`src/rtl/usb_epcfg_pkg.sv`:
```
package usb_epcfg_pkg;
    localparam int NUM_EP   = 16;
    localparam int IDX_W    = $clog2(NUM_EP);
    localparam int BYTE_W   = 8;
    localparam int ADDR_W   = BYTE_W - 1;

    localparam logic [3:0]        NIB_EP_WR  = 4'h2;
    localparam logic [3:0]        NIB_EP_RD  = 4'h3;
    localparam logic [BYTE_W-1:0] CODE_AD_WR = 8'hB6;
    localparam logic [BYTE_W-1:0] CODE_AD_RD = 8'hB7;

    // enable, double buffer and size bits decide memory allocation
    localparam logic [BYTE_W-1:0] ALLOC_MASK = 8'hAF;

    typedef enum logic [2:0] {
        SEL_NONE,
        SEL_EP_WR,
        SEL_EP_RD,
        SEL_AD_WR,
        SEL_AD_RD
    } sel_kind_e;
endpackage

```
`src/rtl/usb_epcfg_cmd_decode.sv`:
```
module usb_epcfg_cmd_decode
    import usb_epcfg_pkg::*;
(
    input  logic              clk,
    input  logic              rst_n,
    input  logic              cmd_strobe,
    input  logic [BYTE_W-1:0] cmd_code,
    input  logic              wr_strobe,
    input  logic              rd_strobe,
    output logic              ep_we,
    output logic              ep_re,
    output logic              ad_we,
    output logic              ad_re,
    output logic [IDX_W-1:0]  sel_idx
);
    typedef struct packed {
        sel_kind_e        kind;
        logic [IDX_W-1:0] idx;
    } dec_state_t;

    dec_state_t s_d, s_q;

    always_comb begin
        s_d = s_q;
        if (wr_strobe || rd_strobe) begin
            s_d.kind = SEL_NONE;
        end
        if (cmd_strobe) begin
            s_d.idx = cmd_code[IDX_W-1:0];
            if (cmd_code[7:4] == NIB_EP_WR)       s_d.kind = SEL_EP_WR;
            else if (cmd_code[7:4] == NIB_EP_RD)  s_d.kind = SEL_EP_RD;
            else if (cmd_code == CODE_AD_WR)      s_d.kind = SEL_AD_WR;
            else if (cmd_code == CODE_AD_RD)      s_d.kind = SEL_AD_RD;
            else                                  s_d.kind = SEL_NONE;
        end
    end

    always_ff @(posedge clk or negedge rst_n) begin
        if (!rst_n) begin
            s_q.kind <= SEL_NONE;
            s_q.idx  <= '0;
        end else begin
            s_q <= s_d;
        end
    end

    assign ep_we   = wr_strobe && (s_q.kind == SEL_EP_WR);
    assign ep_re   = rd_strobe && (s_q.kind == SEL_EP_RD);
    assign ad_we   = wr_strobe && (s_q.kind == SEL_AD_WR);
    assign ad_re   = rd_strobe && (s_q.kind == SEL_AD_RD);
    assign sel_idx = s_q.idx;
endmodule

```
`src/rtl/usb_epcfg_bank.sv`:
```
module usb_epcfg_bank
    import usb_epcfg_pkg::*;
#(
    parameter int N_EP = NUM_EP,
    parameter int IW   = $clog2(N_EP),
    parameter int BW   = BYTE_W
) (
    input  logic          clk,
    input  logic          rst_n,
    input  logic          we,
    input  logic [IW-1:0] idx,
    input  logic [BW-1:0] wdata,
    output logic [BW-1:0] rdata,
    output logic          inval
);
    typedef struct packed {
        logic [N_EP-1:0][BW-1:0] cfg;
        logic                    inval;
    } bank_state_t;

    bank_state_t s_d, s_q;
    logic [N_EP-1:0][BW-1:0] cfg_next;
    logic [BW-1:0]           cur_byte;

    for (genvar g = 0; g < N_EP; g++) begin : g_slot
        assign cfg_next[g] = (we && (idx == IW'(g))) ? wdata : s_q.cfg[g];
    end

    assign cur_byte = s_q.cfg[idx];

    always_comb begin
        s_d       = s_q;
        s_d.cfg   = cfg_next;
        s_d.inval = we && (|((cur_byte ^ wdata) & ALLOC_MASK[BW-1:0]));
    end

    always_ff @(posedge clk or negedge rst_n) begin
        if (!rst_n) begin
            s_q <= '0;
        end else begin
            s_q <= s_d;
        end
    end

    assign rdata = cur_byte;
    assign inval = s_q.inval;
endmodule

```
`src/rtl/usb_epcfg_addr_ctrl.sv`:
```
module usb_epcfg_addr_ctrl
    import usb_epcfg_pkg::*;
(
    input  logic              clk,
    input  logic              rst_n,
    input  logic              we,
    input  logic [BYTE_W-1:0] wdata,
    input  logic              status_ack,
    input  logic              usb_bus_rst,
    output logic [BYTE_W-1:0] reg_val,
    output logic [ADDR_W-1:0] act_addr,
    output logic              dev_en
);
    typedef struct packed {
        logic [BYTE_W-1:0] regv;
        logic              pend;
        logic [ADDR_W-1:0] act;
        logic              en;
    } addr_state_t;

    addr_state_t s_d, s_q;

    always_comb begin
        s_d = s_q;
        if (we) begin
            s_d.regv = wdata;
        end
        if (usb_bus_rst) begin
            s_d.act  = '0;
            s_d.en   = 1'b1;
            s_d.pend = 1'b0;
        end else begin
            if (status_ack && s_q.pend) begin
                // pending value is the register as it stood before this edge
                s_d.act  = s_q.regv[ADDR_W-1:0];
                s_d.en   = s_q.regv[BYTE_W-1];
                s_d.pend = 1'b0;
            end
            if (we) begin
                s_d.pend = 1'b1;
            end
        end
    end

    always_ff @(posedge clk or negedge rst_n) begin
        if (!rst_n) begin
            s_q <= '0;
        end else begin
            s_q <= s_d;
        end
    end

    assign reg_val  = s_q.regv;
    assign act_addr = s_q.act;
    assign dev_en   = s_q.en;
endmodule

```
`src/rtl/usb_epcfg_addr_unit.sv`:
```
module usb_epcfg_addr_unit
    import usb_epcfg_pkg::*;
(
    input  logic              clk,
    input  logic              rst_n,
    input  logic              cmd_strobe,
    input  logic [BYTE_W-1:0] cmd_code,
    input  logic              wr_strobe,
    input  logic [BYTE_W-1:0] wr_data,
    input  logic              rd_strobe,
    output logic [BYTE_W-1:0] rd_data,
    input  logic              status_ack,
    input  logic              usb_bus_rst,
    output logic [ADDR_W-1:0] act_addr,
    output logic              dev_en,
    output logic              fifo_inval
);
    typedef struct packed {
        logic [BYTE_W-1:0] rd;
    } top_state_t;

    top_state_t s_d, s_q;

    logic             ep_we, ep_re, ad_we, ad_re;
    logic [IDX_W-1:0] sel_idx;
    logic [BYTE_W-1:0] ep_rdata, ad_reg;

    usb_epcfg_cmd_decode i_dec (
        .clk        (clk),
        .rst_n      (rst_n),
        .cmd_strobe (cmd_strobe),
        .cmd_code   (cmd_code),
        .wr_strobe  (wr_strobe),
        .rd_strobe  (rd_strobe),
        .ep_we      (ep_we),
        .ep_re      (ep_re),
        .ad_we      (ad_we),
        .ad_re      (ad_re),
        .sel_idx    (sel_idx)
    );

    usb_epcfg_bank #(
        .N_EP (NUM_EP),
        .IW   (IDX_W),
        .BW   (BYTE_W)
    ) i_bank (
        .clk   (clk),
        .rst_n (rst_n),
        .we    (ep_we),
        .idx   (sel_idx),
        .wdata (wr_data),
        .rdata (ep_rdata),
        .inval (fifo_inval)
    );

    usb_epcfg_addr_ctrl i_addr (
        .clk         (clk),
        .rst_n       (rst_n),
        .we          (ad_we),
        .wdata       (wr_data),
        .status_ack  (status_ack),
        .usb_bus_rst (usb_bus_rst),
        .reg_val     (ad_reg),
        .act_addr    (act_addr),
        .dev_en      (dev_en)
    );

    always_comb begin
        s_d = s_q;
        if (ep_re)      s_d.rd = ep_rdata;
        else if (ad_re) s_d.rd = ad_reg;
    end

    always_ff @(posedge clk or negedge rst_n) begin
        if (!rst_n) begin
            s_q <= '0;
        end else begin
            s_q <= s_d;
        end
    end

    assign rd_data = s_q.rd;
endmodule

```
`config.mk`:
```
export PLATFORM = sky130hd
export DESIGN_NAME = usb_epcfg_addr_unit
export DESIGN_NICKNAME = d
export VERILOG_FILES = /design/src/rtl/usb_epcfg_pkg.sv /design/src/rtl/usb_epcfg_cmd_decode.sv /design/src/rtl/usb_epcfg_bank.sv /design/src/rtl/usb_epcfg_addr_ctrl.sv /design/src/rtl/usb_epcfg_addr_unit.sv
export SDC_FILE = /design/constraint.sdc
export NUM_CORES = 1
export LEC_CHECK = 0
export BUFFER_PORTS_ARGS = -buffer_cell sky130_fd_sc_hd__buf_2
export CAP_MARGIN = 15
export CORE_MARGIN = 2
export CORE_UTILIZATION = 55
export CTS_CLUSTER_DIAMETER = 100
export DETAILED_ROUTE_END_ITERATION = 12
export PLACE_DENSITY = 0.73
export SETUP_SLACK_MARGIN = 0.05
export SLEW_MARGIN = 40
export SYNTH_ARGS = -nofsm -noshare
export SYNTH_HDL_FRONTEND = slang
export SYNTH_SLANG_ARGS = --single-unit
```
`constraint.sdc`:
```
create_clock -name clk -period 2.4 [get_ports clk]
set_input_delay 0.12 -clock clk [delete_from_list [all_inputs] [get_ports clk]]
set_output_delay 0.12 -clock clk [all_outputs]
set_load 0.05 [all_outputs]
```
==> results_dict.tcl <==
set metrics [dict create \
    critical_path.endpoint "rd_data[0]" \
    htreeDepth 4 \
    synth_top_area_cell "dfrtp_1" \
    drv_cap 0 \
    swShare 0.226 \
    required_ns 2.71 \
    synth_area_leaders "dfrtp_1 (53%), mux2_2 (21%), mux4_2 (8.9%), mux2i_1 (3.0%), nand2_1 (1.3%)" \
    r2r_cells 7 \
    coreArea_um2 13300 \
    max_clock_freq_mhz 447 \
    p_per_area_nw_per_um2 713 \
    peakVddDrop_mv 0.497 \
    hp-start "rd_strobe" \
    syn_nets 556 \
    ant_nets 0 \
    grt_pass1_vias 4959 \
    area_delta_synth_final_pct 15.4 \
    grt_max_degree 76 \
    die_y_um 121 \
    drv_slew 0 \
    yosysWarningCount 0 \
    yosysSeqAreaShare 0.533 \
    finalPower_mw 6.22 \
    cp-end-kind "flop" \
    hp-class "in -> reg" \
    status "complete, no violations" \
    synth-seq-cells 161 \
    antenna_found_initial 0 \
    cts-root-buf "clkbuf_16" \
    gp_congestion 0.860 \
    critPathLaunchType "flop" \
    maxSlewHeadroom 0.528 \
    final.setup_skew_ns 0.00692 \
    holdPathStages 3 \
    die_w_um 121 \
    via_per_inst 6.04 \
    tns_ns 0 \
    drive_above_1_share 0.467 \
    dieArea_um2 14700 \
    start_util 0.566 \
    p_int_mw 4.82 \
    cts.clk_slew.worst_paths_ns 0.06 \
    timing.final.crit_share 0.931 \
    io_pins 40 \
    fin_crit_ns 2.24 \
    r2r_end "rd_data[0]" \
    syn-instance-count 533 \
    timing.rr.start "i_dec.sel_idx[1]" \
    grt_first_pass_wirelength_um 27600 \
    p_comb_frac 0.095 \
    diodes 0 \
    grt-ovfl-total 0 \
    worst_pin_slew_ns 0.708 \
    cts_tree "done" \
    p_sw_mw 1.41 \
    dr_total_vias 4659 \
    power_frac_clock 0.440 \
    worstPathMaxFanout 9 \
    avgSynthCellArea_um2 14.2 \
    wl_um 17100 \
    hpwl_um 11500 \
    synth_area_um2 7560 \
    synth.distinct_cells 41 \
    drc 0 \
    dr.pass1.iters 5 \
    p_seq_frac 0.465 \
    worstPathArrival_ns 2.54 \
    wl_per_cell_um 22.2 \
    fp-row-count 42 \
    critPathKind "reg -> reg" \
    crit_path_start "i_dec.sel_idx[1]" \
    setup_viol 0 \
    synth_top_area_share 0.533 \
    num-nets-final 605 \
    rrSetupSlack_ns 0.16 \
    io_buffers 39 \
    cts_made_buffers 17 \
    cts_buffer_depth 2 \
    drt-initial-drc-count 364 \
    worst_skew_pair.late_latency_ns 0.42 \
    p_leak_nw 4.25 \
    cts_sinks 161 \
    grtUsageTotal 0.251 \
    rsz0062_at_grt "no" \
    hold_viol_final 0 \
]
## critical path, stage by stage, from the launching register on
cell      delay (ns)
dfrtp_2         0.45
buf_12          0.18
mux4_2          0.50
nor2b_1         0.14
a211oi_1        0.28
a21oi_2         0.08
a22o_1          0.20
a221o_1         0.29
## flip-flops by register name (all words and copies together), names as in the netlist
| register | flops |
|---|---|
| i_dec.s_q | 3 |
| i_addr.act_addr | 7 |
| i_addr.s_q | 1 |
| i_bank.s_q | 128 |
| i_addr.reg_val | 8 |
| i_addr.dev_en | 1 |
| i_dec.sel_idx | 4 |
| i_bank.inval | 1 |
| rd_data | 8 |
## Yosys cell counts, drive strengths merged
master / instances
mux2: 139
o21ai: 4
nand2: 26
nor2b: 6
mux2i: 23
nand2b: 3
a221o: 2
inv: 1
or3: 5
a31oi: 1
clkinv: 1
nand3: 12
a22oi: 1
xnor2: 2
xor2: 4
nor3: 4
a211oi: 2
and3: 2
mux4: 30
o32ai: 1
buf: 32
or2: 1
clkbuf: 16
nor3b: 2
o22ai: 11
nor2: 8
a22o: 4
nor4: 1
a211o: 1
o22a: 5
nand4: 2
nand3b: 1
a21oi: 19
dfrtp: 161
## stage by stage
step | instances | setup slack [ns] | hold slack, ns | util | instance area [um2]
2_1_floorplan | 533 | 0.272 | -0.176 | - | 7560
3_3_place_gp | 730 | 0.165 | 0.190 | 0.600 | 8010
3_5_place_dp | 730 | 0.104 | 0.197 | 0.600 | 8010
4_1_cts | 766 | 0.101 | 0.00282 | 0.647 | 8640
5_1_grt | 771 | 0.0488 | 0.0160 | 0.654 | 8720
6_report | 771 | 0.165 | 0.0186 | 0.654 | 8720
## power groups by stage
stage | registers, mW | clock network [mW] | logic (mW)
floorplan | 2.92 | 0 | 0.366
global placement | 2.93 | 0 | 0.543
detailed placement | 2.94 | 0 | 0.557
CTS | 2.89 | 2.78 | 0.565
global route | 2.91 | 2.90 | 0.637
finish | 2.89 | 2.74 | 0.591
## layout by cell type, fill, tap and decap left out, drive strengths merged, types with 5 or more instances in the layout
| cell type | netlist | final |
|---|---|---|
| o22ai | 11 | 11 |
| nor2 | 8 | 8 |
| mux2 | 139 | 139 |
| nor2b | 6 | 6 |
| clkbuf | 16 | 29 |
| mux2i | 23 | 23 |
| a21oi | 19 | 19 |
| or3 | 5 | 5 |
| buf | 32 | 72 |
| nand2 | 26 | 26 |
| mux4 | 30 | 30 |
| dfrtp | 161 | 161 |
| o22a | 5 | 5 |
| nand3 | 12 | 12 |
## how the worst min path moves through the flow
| stage | end |
|---|---|
| 2_1_floorplan | i_addr.act_addr[0] |
| 3_3_place_gp | i_addr.s_q[8] |
| 3_5_place_dp | i_addr.s_q[8] |
| 4_1_cts | i_dec.sel_idx[0] |
| 5_1_grt | i_dec.sel_idx[2] |
| 6_report | i_dec.s_q[6] |
## layer usage
metal,vias up,routed length (um),GRT usage
li1,2066,-,-
met1,2435,7530,0.339
met2,129,8490,0.404
met3,29,767,0.0555
met4,0,340,0.0891
met5,-,0,0
## cell families after synthesis
family | count (synthesis) | synth area share
muxes | 192 | 0.327
AOI/OAI and AO/OA | 51 | 0.0436
xor gates and xnor gates | 6 | 0.00695
and+or+nand+nor | 73 | 0.0542
buffers and inverters | 50 | 0.0351
DFF | 161 | 0.533
## cell type report
class / count / area [um2]
Clock inverter: 5 / 100
Inverter: 2 / 7.51
Multi-Input combinational cell: 322 / 3270
Timing Repair Buffer: 78 / 602
Tap cell: 176 / 220
Sequential cell: 161 / 4030
Clock buffer: 27 / 493
Fill cell: 972 / 4620
## what timing repair did
item / 4_1_cts / 5_1_grt
hold buffers: 4 / 0
setup endpoints to repair: 0 / 2
buffers inserted: 0 / 3
gates resized for setup: 0 / 3
hold endpoints to repair: 82 / 0
(Power assumes the default switching activity.)
